$ cat config.mk
export PLATFORM = sky130hd
export DESIGN_NAME = sd_cmd_engine
export DESIGN_NICKNAME = d
export VERILOG_FILES = /design/src/rtl/sd_cmd_engine.sv
export SDC_FILE = /design/constraint.sdc
export NUM_CORES = 1
export LEC_CHECK = 0
export CAP_MARGIN = 20
export CORE_ASPECT_RATIO = 0.6
export CORE_MARGIN = 1
export CORE_UTILIZATION = 27
export CTS_BUF_LIST = sky130_fd_sc_hd__clkbuf_8 sky130_fd_sc_hd__clkbuf_16
export CTS_CLUSTER_DIAMETER = 100
export CTS_CLUSTER_SIZE = 28
export DETAILED_ROUTE_END_ITERATION = 6
export PLACE_DENSITY = 0.51
export SYNTH_ARGS = -nofsm -noshare
export SYNTH_HDL_FRONTEND = slang
export SYNTH_SLANG_ARGS = --single-unit
$ cat constraint.sdc
create_clock -name clk -period 5.5 [get_ports clk]
set_clock_uncertainty 0.1 [all_clocks]
set_input_delay 1.1 -clock clk [delete_from_list [all_inputs] [get_ports clk]]
set_output_delay 1.1 -clock clk [all_outputs]
set_load 0.1 [all_outputs]
$ cat src/rtl/sd_cmd_engine.sv
module sd_cmd_engine #(
  parameter int RSP_WAIT = 64
) (
  input  logic         clk,
  input  logic         rst_n,
  input  logic         tick,
  input  logic         issue,
  input  logic [5:0]   cmd_idx,
  input  logic [31:0]  cmd_arg,
  input  logic [2:0]   rsp_type,
  input  logic         uses_data,
  input  logic         data_active_i,
  input  logic         cmd_i,
  input  logic         dat0_i,
  input  logic         clr_wr,
  input  logic [4:0]   clr_mask,
  output logic         cmd_o,
  output logic         cmd_oe,
  output logic         cmd_busy,
  output logic [15:0]  status,
  output logic [127:0] resp
);

  localparam int TW = $clog2(RSP_WAIT + 1);
  localparam logic [2:0] T_R1 = 3'd1, T_R1B = 3'd2, T_R2 = 3'd3, T_R3 = 3'd4;

  typedef enum logic [2:0] {S_IDLE, S_TX, S_WAIT, S_RX, S_CHK, S_BUSY} st_t;

  function automatic logic [6:0] crc7(input logic [119:0] d, input int n);
    logic [6:0] c;
    logic fb;
    c = '0;
    for (int i = 119; i >= 0; i--)
      if (i < n) begin
        fb = d[i] ^ c[6];
        c  = {c[5:0], 1'b0} ^ {3'b000, fb, 2'b00, fb};
      end
    return c;
  endfunction

  st_t          st;
  logic         p_vld, p_dat;
  logic [5:0]   p_idx, a_idx;
  logic [31:0]  p_arg;
  logic [2:0]   p_type, a_type;
  logic [47:0]  tx_sr;
  logic [7:0]   cnt;
  logic [TW-1:0] tmr;
  logic [127:0] rx_sr;
  logic [4:0]   sts;

  logic [39:0] hdr;
  logic        need_rsp, go, chk_crc, chk_idx;
  logic [7:0]  a_last;
  logic [6:0]  crc_calc;
  logic        crc_bad, idx_bad, end_bad, set_cmp, set_to, in_chk;
  logic [4:0]  set_v, clr_v;

  assign hdr      = {2'b01, p_idx, p_arg};
  assign go       = p_vld && st == S_IDLE && !((p_dat || p_type == T_R1B) && data_active_i);
  assign need_rsp = a_type inside {T_R1, T_R1B, T_R2, T_R3};
  assign chk_crc  = a_type inside {T_R1, T_R1B, T_R2};
  assign chk_idx  = a_type inside {T_R1, T_R1B};
  assign a_last   = (a_type == T_R2) ? 8'd135 : 8'd47;
  assign crc_calc = (a_type == T_R2) ? crc7(rx_sr[127:8], 120) : crc7({80'b0, rx_sr[47:8]}, 40);

  assign in_chk  = st == S_CHK;
  assign crc_bad = in_chk && chk_crc && crc_calc != rx_sr[7:1];
  assign idx_bad = in_chk && chk_idx && rx_sr[45:40] != a_idx;
  assign end_bad = in_chk && !rx_sr[0];
  assign set_cmp = (st == S_TX && tick && cnt == 8'd47 && !need_rsp)
                || (in_chk && a_type != T_R1B)
                || (st == S_BUSY && tick && dat0_i);
  assign set_to  = st == S_WAIT && tick && cmd_i && tmr == TW'(RSP_WAIT - 1);
  assign set_v   = {idx_bad, end_bad, crc_bad, set_to, set_cmp};
  assign clr_v   = clr_wr ? clr_mask : 5'b0;

  assign cmd_oe   = st == S_TX;
  assign cmd_o    = (st == S_TX) ? tx_sr[47] : 1'b1;
  assign cmd_busy = p_vld || st != S_IDLE;
  assign status   = {|sts[4:1], 10'b0, sts};

  always_ff @(posedge clk or negedge rst_n) begin
    if (!rst_n) begin
      p_vld  <= 1'b0;
      p_dat  <= 1'b0;
      p_idx  <= '0;
      p_arg  <= '0;
      p_type <= '0;
    end else if (go) begin
      p_vld <= 1'b0;
    end else if (issue && !p_vld) begin
      p_vld  <= 1'b1;
      p_dat  <= uses_data;
      p_idx  <= cmd_idx;
      p_arg  <= cmd_arg;
      p_type <= rsp_type;
    end
  end

  always_ff @(posedge clk or negedge rst_n) begin
    if (!rst_n) sts <= '0;
    else        sts <= (sts & ~clr_v) | set_v;
  end

  always_ff @(posedge clk or negedge rst_n) begin
    if (!rst_n) begin
      st     <= S_IDLE;
      a_idx  <= '0;
      a_type <= '0;
      tx_sr  <= '0;
      cnt    <= '0;
      tmr    <= '0;
      rx_sr  <= '0;
      resp   <= '0;
    end else begin
      case (st)
        S_IDLE: if (go) begin
          tx_sr  <= {hdr, crc7({80'b0, hdr}, 40), 1'b1};
          a_idx  <= p_idx;
          a_type <= p_type;
          cnt    <= '0;
          st     <= S_TX;
        end
        S_TX: if (tick) begin
          tx_sr <= {tx_sr[46:0], 1'b0};
          if (cnt == 8'd47) begin
            tmr <= '0;
            st  <= need_rsp ? S_WAIT : S_IDLE;
          end else cnt <= cnt + 8'd1;
        end
        S_WAIT: if (tick) begin
          if (!cmd_i) begin
            rx_sr <= {rx_sr[126:0], 1'b0};
            cnt   <= 8'd1;
            st    <= S_RX;
          end else if (tmr == TW'(RSP_WAIT - 1)) st <= S_IDLE;
          else tmr <= tmr + 1'b1;
        end
        S_RX: if (tick) begin
          rx_sr <= {rx_sr[126:0], cmd_i};
          if (cnt == a_last) st <= S_CHK;
          else cnt <= cnt + 8'd1;
        end
        S_CHK: begin
          resp <= (a_type == T_R2) ? {8'b0, rx_sr[127:8]} : {96'b0, rx_sr[39:8]};
          st   <= (a_type == T_R1B) ? S_BUSY : S_IDLE;
        end
        S_BUSY: if (tick && dat0_i) st <= S_IDLE;
        default: st <= S_IDLE;
      endcase
    end
  end


  start_bit_chk: assert property (@(posedge clk) disable iff (!rst_n)
    $rose(cmd_oe) |-> !cmd_o);


  data_wait_chk: assert property (@(posedge clk) disable iff (!rst_n)
    $rose(cmd_oe) |-> !($past(data_active_i) && ($past(p_dat) || $past(p_type) == T_R1B)));


  to_no_cmp_chk: assert property (@(posedge clk) disable iff (!rst_n)
    $rose(status[1]) |-> !$rose(status[0]));


  busy_hold_chk: assert property (@(posedge clk) disable iff (!rst_n)
    (st == S_BUSY && !dat0_i) |=> !$rose(status[0]));

endmodule

# --- Word level (Yosys, flattened, before mapping) ---
# Index checks and enable logic that the tools add are counted.
op_classes:
  bitwise_logic: 396
  muxes: 118
  n_addsub: 2
  magnitude_cmp: 0
  multipliers: 0
  n_reduce_logical: 45
  div_mod_pow: 0
  n_shift: 0
  eq_ne: 29
op_table:
  columns: ["cell", "count"]
  rows:
  - ["$xor A7 B4 Y7", 193]
  - ["$mux W7", 84]
  - ["$mux W128", 3]
  - ["$pmux W128 S2", 1]
  - ["$xor A1 B1 Y1", 190]
  - ["$mux W120", 1]
  - ["$mux W48", 2]
  - ["$pmux W48 S2", 1]
  - ["$mux W8", 8]
  - ["$pmux W8 S4", 1]
  - ["$mux W3", 10]
  - ["$ne A2 B2 Y1 const B", 10]
  - ["$logic_and A1 B1 Y1", 19]
  - ["$pmux W3 S6", 1]
  - ["$reduce_and A8 Y1", 2]
  - ["$eq A3 B2 Y1 const B", 5]
  - ["$pmux W7 S2", 1]
  - ["$xor A6 B4 Y6", 2]
  - ["$reduce_bool A2 Y1", 5]
  - ["$xor A5 B4 Y5", 2]
  - ["$eq A3 B3 Y1 const B", 3]
  - ["$add A8 B1 Y8 const B", 1]
  - ["$eq A8 B6 Y1 const B", 1]
  - ["$eq A8 B8 Y1", 1]
  - ["other kinds (25)", 43]
totals:
  register_bits: 379
  mem_count: 0
  rom_bits: 0
  in_bits: 55
  out_inout_bits: 147
  ramBits: 0
  latchBits: 0

# --- Depth between registers and ports, before layout ---
# Gate-level depths: netlist (run 1).
depth:
  word_depth: 239
  ltp_mapped: 16

# --- Least setup slack after synthesis (run 1) ---
# OpenSTA, ideal clock, no wires.
synth_timing:
  path_type: "flip-flop to flip-flop"
  start: "reg rx_sr[122]"
  end: "reg sts[2]"
  stages_incl_launch_ff: 17
  arrival_ns: 5.066
  n_path_buf: 1
  required_ns: 5.261
  setup_slack_ns: 0.195
  path_cell_list: "dfrtp_1 -> buf_4 -> xnor3_2 -> xor3_1 -> xnor2_2 -> xnor3_1 -> xnor3_2 -> xor3_2 -> xnor2_2 -> xnor3_1 -> xnor2_1 -> xnor3_1 -> xnor3_2 -> o21ai_0 -> o22ai_1 -> nor4_1 -> a32oi_1"
synth_via:
  elab_chain_cells: 148
  word_cells_on_any_way: 225
  cone_classes: "1 x eq/ne; 1 x mux; 222 x bitwise; 1 x reduce/logical"
synth_lines:
  columns: ["item", "line_no", "source"]
  rows:
  - ["from (decl)", "49", "logic [127:0] rx_sr;"]
  - ["from (signal assigned)", "134", "rx_sr <= {rx_sr[126:0], 1'b0};"]
  - ["from (signal assigned)", "141", "rx_sr <= {rx_sr[126:0], cmd_i};"]
  - ["$xor A1 B1 Y1 (*)", "35", "fb = d[i] ^ c[6];"]
  - ["$xor A7 B4 Y7 (*) (4 in series)", "36", "c = {c[5:0], 1'b0} ^ {3'b000, fb, 2'b00, fb};"]
  - ["$xor A1 B1 Y1", "35", null]
  - ["$xor A7 B4 Y7 (*) (4 in series)", "36", null]
  - ["$xor A1 B1 Y1", "35", null]
  - ["$xor A7 B4 Y7 (*) (4 in series)", "36", null]
  - ["$xor A1 B1 Y1", "35", null]
  - ["$xor A7 B4 Y7 (*) (4 in series)", "36", null]
  - ["[115 not listed]", null, null]
  - ["$xor A1 B1 Y1", "35", null]
  - ["$xor A7 B4 Y7 (*) (4 in series)", "36", null]
  - ["$xor A1 B1 Y1", "35", null]
  - ["$xor A7 B4 Y7 (*) (3 in series)", "36", null]
  - ["$mux W7 (*)", "65", "assign crc_calc = (a_type == T_R2) ? crc7(rx_sr[127:8], 120) : crc7({80'b0, rx_sr[47:8]}, 40);"]
  - ["$ne A7 B7 Y1 (*)", "68", "assign crc_bad = in_chk && chk_crc && crc_calc != rx_sr[7:1];"]
  - ["$logic_and A1 B1 Y1 (*)", "68", null]
  - ["$or A5 B5 Y5 (*)", "103", "else sts <= (sts & ~clr_v) | set_v;"]
  - ["to (signal assigned)", "103", null]
  - ["to (decl)", "50", "logic [4:0] sts;"]
# Every way passes the cells marked *; elsewhere a longest branch is shown, timed or not.
# A chain may end at the register's enable or synchronous reset.

# --- Worst setup path in the final report (run 1) ---
layout_timing:
  start: "reg rx_sr[118]"
  end: "reg sts[2]"
layout_via:
  elab_chain_cells: 143
  word_cells_on_any_way: 217
  cone_classes: "1 x eq/ne; 1 x mux; 214 x bitwise; 1 x reduce/logical"
layout_lines:
  columns: ["item", "line_no"]
  rows:
  - ["$xor A1 B1 Y1 (*)", "35"]
  - ["$xor A7 B4 Y7 (*) (4 in series)", "36"]
  - ["$xor A1 B1 Y1", "35"]
  - ["$xor A7 B4 Y7 (*) (4 in series)", "36"]
  - ["$xor A1 B1 Y1", "35"]
  - ["$xor A7 B4 Y7 (*) (4 in series)", "36"]
  - ["$xor A1 B1 Y1", "35"]
  - ["$xor A7 B4 Y7 (*) (4 in series)", "36"]
  - ["[110 not listed]", null]
  - ["$xor A1 B1 Y1", "35"]
  - ["$xor A7 B4 Y7 (*) (4 in series)", "36"]
  - ["$xor A1 B1 Y1", "35"]
  - ["$xor A7 B4 Y7 (*) (3 in series)", "36"]
  - ["$mux W7 (*)", "65"]
  - ["$ne A7 B7 Y1 (*)", "68"]
  - ["$logic_and A1 B1 Y1 (*)", "68"]
  - ["$or A5 B5 Y5 (*)", "103"]
# Marks and branches as above.

==> results of run 1 <==
-- final timing paths --
path / from / endpoint / cells past startpoint
worst max-delay path: rx_sr[118] / sts[2] / 16
worst max register to register: rx_sr[118] / sts[2] / 16
min in group asynchronous: rst_n / resp[26] / 1
max in group asynchronous: rst_n / resp[104] / 2
worst min register to register: tx_sr[47] / tx_sr[47] / 2
worst min-delay path: tx_sr[47] / tx_sr[47] / 2
-- metal layers --
metal,vias up,wire (µm),track usage (%)
met5,-,0,0
li1,5388,-,-
met3,33,1970,2.473
met4,0,581,1.905
met1,5842,26600,22.45
met2,157,18960,17.59
-- power by group --
part           switching [mW]  total, mW  internal [mW]
Combinational            4.30       7.68           3.38
Clock                   0.971       1.62          0.648
Sequential              0.465       3.67           3.20
Total                    5.74       13.0           7.23
-- flip-flops by register name (all words and copies together) (netlist names) --
register  flops
p_dat         1
tx_sr        48
tmr           7
resp        120
sts           5
rx_sr       128
a_idx         6
cnt           8
st            3
p_vld         1
p_arg        32
a_type        3
p_type        3
p_idx         6
-- worst max-delay path, delay by kind of cell, from the launching register on --
kind	cells	cell delay, ps
AO/OA/AOI/OAI	2	320
XOR/XNOR	12	3860
buffers and inverters	1	180
flip-flops	1	460
AND/OR/NAND/NOR	1	270
-- cell usage after synthesis, types with 16 or more instances --
cell type / number
a22o_1: 89
o21ai_0: 78
nand2_1: 81
buf_4: 19
clkbuf_1: 62
nor2_1: 28
xnor3_1: 43
mux2i_1: 40
dfrtp_1: 371
xnor2_1: 233
xor2_1: 86
mux2_2: 211
buf_1: 16
-- cell families after synthesis --
logic type	synth area share, %
fa+ha+maj	0.1325
simple gates	3.598
xor+xnor	22.43
other cells	0.01986
buf+inv	2.385
mux	14.70
flops	49.16
compound gates	7.566
-- cell usage in the layout (no fill, tap or decap), types with 3 or more instances in the layout --
cell type,instances
mux2_2,211
mux2i_1,40
xnor2_2,20
dfrtp_2,3
nand3_1,8
clkbuf_16,19
xor2_1,79
xnor3_1,31
o21ai_0,76
nand2_1,80
nand2b_1,6
xor3_2,5
dfrtp_1,368
xnor2_4,6
xor2_2,8
a21oi_1,13
xnor2_1,216
nand4_1,4
clkinv_8,3
a31oi_1,3
xnor3_2,18
and3_1,6
a22o_1,89
or4_1,3
conb_1,18
buf_12,3
inv_1,3
nor3_1,5
o21ai_1,3
clkdlybuf4s50_1,181
buf_4,51
nor2_1,27
o31ai_1,6
-- cell type report --
class	instances	share of cell area, %
clock buffer	19	2.090
clock inverter	5	0.2860
inverter	4	0.06601
multi-input combinational	1014	41.73
sequential	371	40.83
tap	912	5.016
timing repair buffer	236	9.978
-- what timing repair did --
item                                    in CTS  in global routing
resized for setup                           12                 35
endpoints found under the setup margin       1                  1
pin swaps                                    1                 22
buffers inserted                             0                 16
==> flow_summary_export.csv, run 1 <==
group,metric,value,unit
global_route,antenna_found_initial,0,
cts,cts_root_buffer,"clkbuf_16",
floorplanning,die_y,206.9,µm
global_route,grt_max_degree,121,
global_route,track_usage,13.44,%
floorplanning,rows,74,
cts,cts_tree,"done",
drt,num_vias,11420,
sta,hold-worst-slack,381.2,ps
flow_run,drv_cap,0,
sta,setup_viol,0,
synth,postSynthCellCount,1469,
power_and_ir_drop,p_leak,10.25,nW
global_route,globalRouteOverflowTotal,0,
power_and_ir_drop,power.total,12.96,mW
sta,period_share,96.49,%
floorplanning,io_pins,202,
cts,cts_made_buffers,18,
finish,area_growth,20.45,%
drt,drt_iter0_markers,773,
finish,drive_gt1_share,21.65,%
power_and_ir_drop,power_density,569.8,nW/µm²
floorplanning,die-width,343.4,µm
cts,cts.path.max_buffers,3,
synth,synth_edf_count,0,
critical_path,crit_path_end_kind,"flop",
synth,ys_seq_area_share,49.16,%
synth,synth-main-ff-cell,"dfrtp_1",
sta,relSlewSlack,24.19,%
sta,final_max_slew_viol_count,0,
critical_path,crit_type,"flop to flop",
status,status,"completed",
drt,routed_wirelength,48110,µm
finish,regArea,9288,µm²
power_and_ir_drop,vdd_drop_max,0.001893,V
cts,holdBufCountCts,0,
sta,setup_slack,192.9,ps
sta,fin_crit,5307,ps
place,place_ws,-22.18,ps
critical_path,r2r_setup_slack,190,ps
sta,max_freq,0.1884,GHz
place,dp_hpwl,34760,µm
cts,clkSinkCount,371,
place,placed_cell_area,21820,µm²
critical_path,arrival,5630,ps
synth,synth_top_area_share,49.16,%
cts,clk_latency,570,ps
drt,viasPerCell,4.459,
floorplanning,start_util,27.52,%
place,placedCellCount,2520,
min_path,min_path_type,"flop to flop",
place,gp_congestion,0.8585,
critical_path,start_kind,"flop",
cts,h-tree-depth,1,
finish,layout.cells.non_filler,2561,
critical_path,worstPathCellList,"xnor3_2 -> buf_4 -> xnor2_4 -> xnor3_1 -> xnor3_2 -> xnor3_1 -> xnor2_2 -> xor3_1 -> xnor3_1 -> xor2_2 -> xnor2_2 -> xnor3_1 -> o21ai_1 -> xnor2_1 -> nor4_1 -> a32oi_1",
finish,final_area,22750,µm²
critical_path,crit_fanout,4,
cts,path_clk_slew,110,ps
drt,drc,0,
floorplanning,coreArea,68610,µm²
synth,synth_area_leader_cell,"dfrtp_1",
finish,fillers,6747,
synth,syn_area,18880,µm²
floorplanning,die-area,71040,µm²
sta,tightest_slew,1134,ps
drt,first_pass_iters,5,
synth,yosysWarningCount,0,
synth,async_flop_share,100.0,%
global_route,grt_pass1_vias,11375,
place,numPortBuffers,183,
sta,hold_violations,0,
synth,synth_cell_types,53,
finish,diodes,0,
finish,utilization,33.15,%
drt,ant_nets,0,
finish,layout.nets,1702,
critical_path,path_common_cell,"xnor3_1",
critical_path,worst_path_max_delay_cell,"xnor3_2",
critical_path,slowest_delay,470,ps
synth,ys_ff_latch,371,
sta,tns,0,ps
critical_path,required,5830,ps
drt,wl_per_cell,18.78,µm
synth,synth_area_leaders,"dfrtp_1 49%, mux2_2 13%, xnor2_1 11%",
synth,avgSynthCellArea,12.86,µm²
finish,multi_input_area,9493,µm²
global_route,grt_first_pass_wirelength,73680,µm
Note: power is estimated with default switching activity, not from simulation.
==> run 2, diff against run 1 <==
--- a/config.mk
+++ b/config.mk
@@ -5,7 +5,7 @@
 export SDC_FILE = /design/constraint.sdc
 export NUM_CORES = 1
 export LEC_CHECK = 0
-export CAP_MARGIN = 20
+export CAP_MARGIN = 30
 export CORE_ASPECT_RATIO = 0.6
 export CORE_MARGIN = 1
 export CORE_UTILIZATION = 27
@@ -13,7 +13,7 @@
 export CTS_CLUSTER_DIAMETER = 100
 export CTS_CLUSTER_SIZE = 28
 export DETAILED_ROUTE_END_ITERATION = 6
-export PLACE_DENSITY = 0.51
+export PLACE_DENSITY = 0.49
 export SYNTH_ARGS = -nofsm -noshare
 export SYNTH_HDL_FRONTEND = slang
 export SYNTH_SLANG_ARGS = --single-unit
==> constraint.sdc (replaced) <==
create_clock -name clk -period 6.3 [get_ports clk]
set_clock_uncertainty 0.1 [all_clocks]
set_input_delay 1.26 -clock clk [delete_from_list [all_inputs] [get_ports clk]]
set_output_delay 1.26 -clock clk [all_outputs]
set_load 0.1 [all_outputs]
==> run 2 against run 1 <==
Power fell by 13%. Via count shrank 0.45%. Clock power down 19%. Critical path depth is 1 lower. Worst hold slack improved by 6.9 ps. Largest power group unchanged. Sequential power fell by 13%. Utilization fell by 0.31 points. Sequential share of layout area is 0.37 points higher. Worst setup slack better by 110 ps. Die area stayed put. Final cell count down 1.2%.
==> flow_summary_export.csv, run 2 (synthesis gave the netlist of run 1 again) <==
group,metric,value,unit
finish,top_regs,"rx_sr (128), resp (120), tx_sr (48)",
floorplanning,die_y,206.9,µm
finish,utilization,32.84,%
power_and_ir_drop,clockPowerShare,11.6,%
drt,num_vias,11369,
floorplanning,io_pins,202,
power_and_ir_drop,power.switching,5.019,mW
finish,layout_commonest_cell,"dfrtp_1",
drt,drc,0,
place,placed_cell_area,22050,µm²
cts,clk_latency,550,ps
status,status,"completed",
finish,layout.nets,1674,
power_and_ir_drop,p_int,6.259,mW
flow_run,drv_cap,0,
power_and_ir_drop,swShare,44.50,%
drt,first_pass_iters,5,
critical_path,r2r_cells,15,
drt,ant_nets,0,
critical_path,required,6640,ps
power_and_ir_drop,power.total,11.28,mW
global_route,grt_max_degree,130,
drt,routed_wirelength,47880,µm
cts,cts_tree,"done",
global_route,grt_pass1_vias,11599,
critical_path,worstSetupStartpoint,"rx_sr[122]",
cts,h-tree-depth,1,
finish,diodes,0,
sta,fin_crit,5998,ps
finish,largest_reg_flops,128,
global_route,globalRouteOverflowTotal,0,
floorplanning,die-area,71040,µm²
global_route,antenna_found_initial,3,
place,place_ws,337.8,ps
drt,wl_per_cell,18.92,µm
finish,top_register,"rx_sr",
min_path,hp-start,"tx_sr[4]",
place,numPortBuffers,183,
finish,final_area,22530,µm²
critical_path,arrival,6340,ps
cts,cts_setup_buffers,0,
critical_path,timing.rr.start,"rx_sr[122]",
floorplanning,start_util,27.52,%
cts,cts_root_buffer,"clkbuf_16",
place,dp_hpwl,34590,µm
sta,setup_slack,302.3,ps
critical_path,crit_type,"flop to flop",
finish,layout.cells.non_filler,2530,
critical_path,crit_fanout,6,
global_route,track_usage,13.46,%
cts,cts_resized,0,
floorplanning,coreArea,68610,µm²
sta,tns,0,ps
critical_path,crit_path_end_kind,"flop",
finish,mostFrequentLayoutCells,"371 x dfrtp_1, 233 x xnor2_1, 211 x mux2_2",
cts,cts_made_buffers,17,
sta,relSlewSlack,29.74,%
floorplanning,die-width,343.4,µm
cts,path_clk_slew,130,ps
place,placedCellCount,2509,
min_path,worstHoldPathCells,2,
floorplanning,rows,74,
power_and_ir_drop,vdd_drop_max,0.001555,V
sta,rsz0062_at_grt,"false",
global_route,grt_first_pass_wirelength,73950,µm
sta,final_max_slew_viol_count,0,
critical_path,start_kind,"flop",
power_and_ir_drop,combPwrFrac,59.9,%
sta,period_share,95.20,%
cts,cts.path.max_buffers,3,
finish,fillers,6768,
cts,clkSinkCount,371,
sta,max_freq,0.1667,GHz
finish,area_growth,19.31,%
drt,viasPerCell,4.494,
sta,hold_violations,0,
sta,setup_viol,0,
power_and_ir_drop,power_density,500.5,nW/µm²
power_and_ir_drop,p_leak,10.09,nW
drt,drt_iter0_markers,634,
min_path,min_path_type,"flop to flop",
place,gp_congestion,0.8292,
power_and_ir_drop,seq_power_share,28.5,%
sta,tightest_slew,1054,ps
finish,drive_gt1_share,17.49,%
cts,holdBufCountCts,0,
sta,hold-worst-slack,388.1,ps
==> run 2: changes by cell type in the layout (fill, tap and decap cells not counted), moves of 4 or more <==
cell     change
xnor2_1     +17
xor2_1       +7
xnor3_2     -12
buf_4       -44
buf_16      +16
xnor3_1     +12
xnor2_4      -4
xnor2_2     -13
xor2_2       -7
==> run 2: area by class of cell <==
cell class              instances  area (µm²)  share of cell area, %
flip-flops and latches        371        9284                  41.20
repair buffers                209        2390                  10.61
inverters                       4       15.01                0.06664
clock inverters                 3       27.53                 0.1222
well taps                     912        1141                  5.064
multi-input cells            1014        9249                  41.05
clock buffers                  17       425.4                  1.888
==> run 2: final timing paths <==
kind,end,slack [ps]
max in group asynchronous,resp[59],4150
min in group asynchronous,tx_sr[36],590
max,sts[2],300
max reg2reg,sts[2],300
min,tx_sr[4],390
min reg2reg,tx_sr[4],390
==> run 2: worst max-delay path, cell delays in order, from the launching register on <==
cell     delay [ps]
dfrtp_1         510
xnor3_2         540
xor3_1          490
xnor2_2         250
xnor3_1         490
xnor3_2         470
xor2_1          200
xnor2_1         340
xnor3_1         510
xnor2_1         340
xnor3_1         510
xnor3_2         440
o21ai_0         200
o22ai_1         110
nor4_1          240
a32oi_1         130
==> run 2: layer usage <==
metal	track usage, %	share of wire [%]	vias up
met5	0	0	-
met4	1.810	1.2	0
met3	2.527	3.9	23
met2	17.47	38	163
met1	22.59	57	5837
li1	-	-	5346
==> run 2: power by group through the flow <==
| stage | clock [mW] | combinational (mW) | sequential (mW) |
|---|---|---|---|
| 6_report | 1.31 | 6.76 | 3.21 |
| 5_1_grt | 1.45 | 7.37 | 3.28 |
| 4_1_cts | 1.38 | 6.75 | 3.22 |
| 3_5_place_dp | 0 | 6.73 | 3.27 |
| 3_3_place_gp | 0 | 6.69 | 3.25 |
| 2_1_floorplan | 0 | 5.40 | 3.16 |
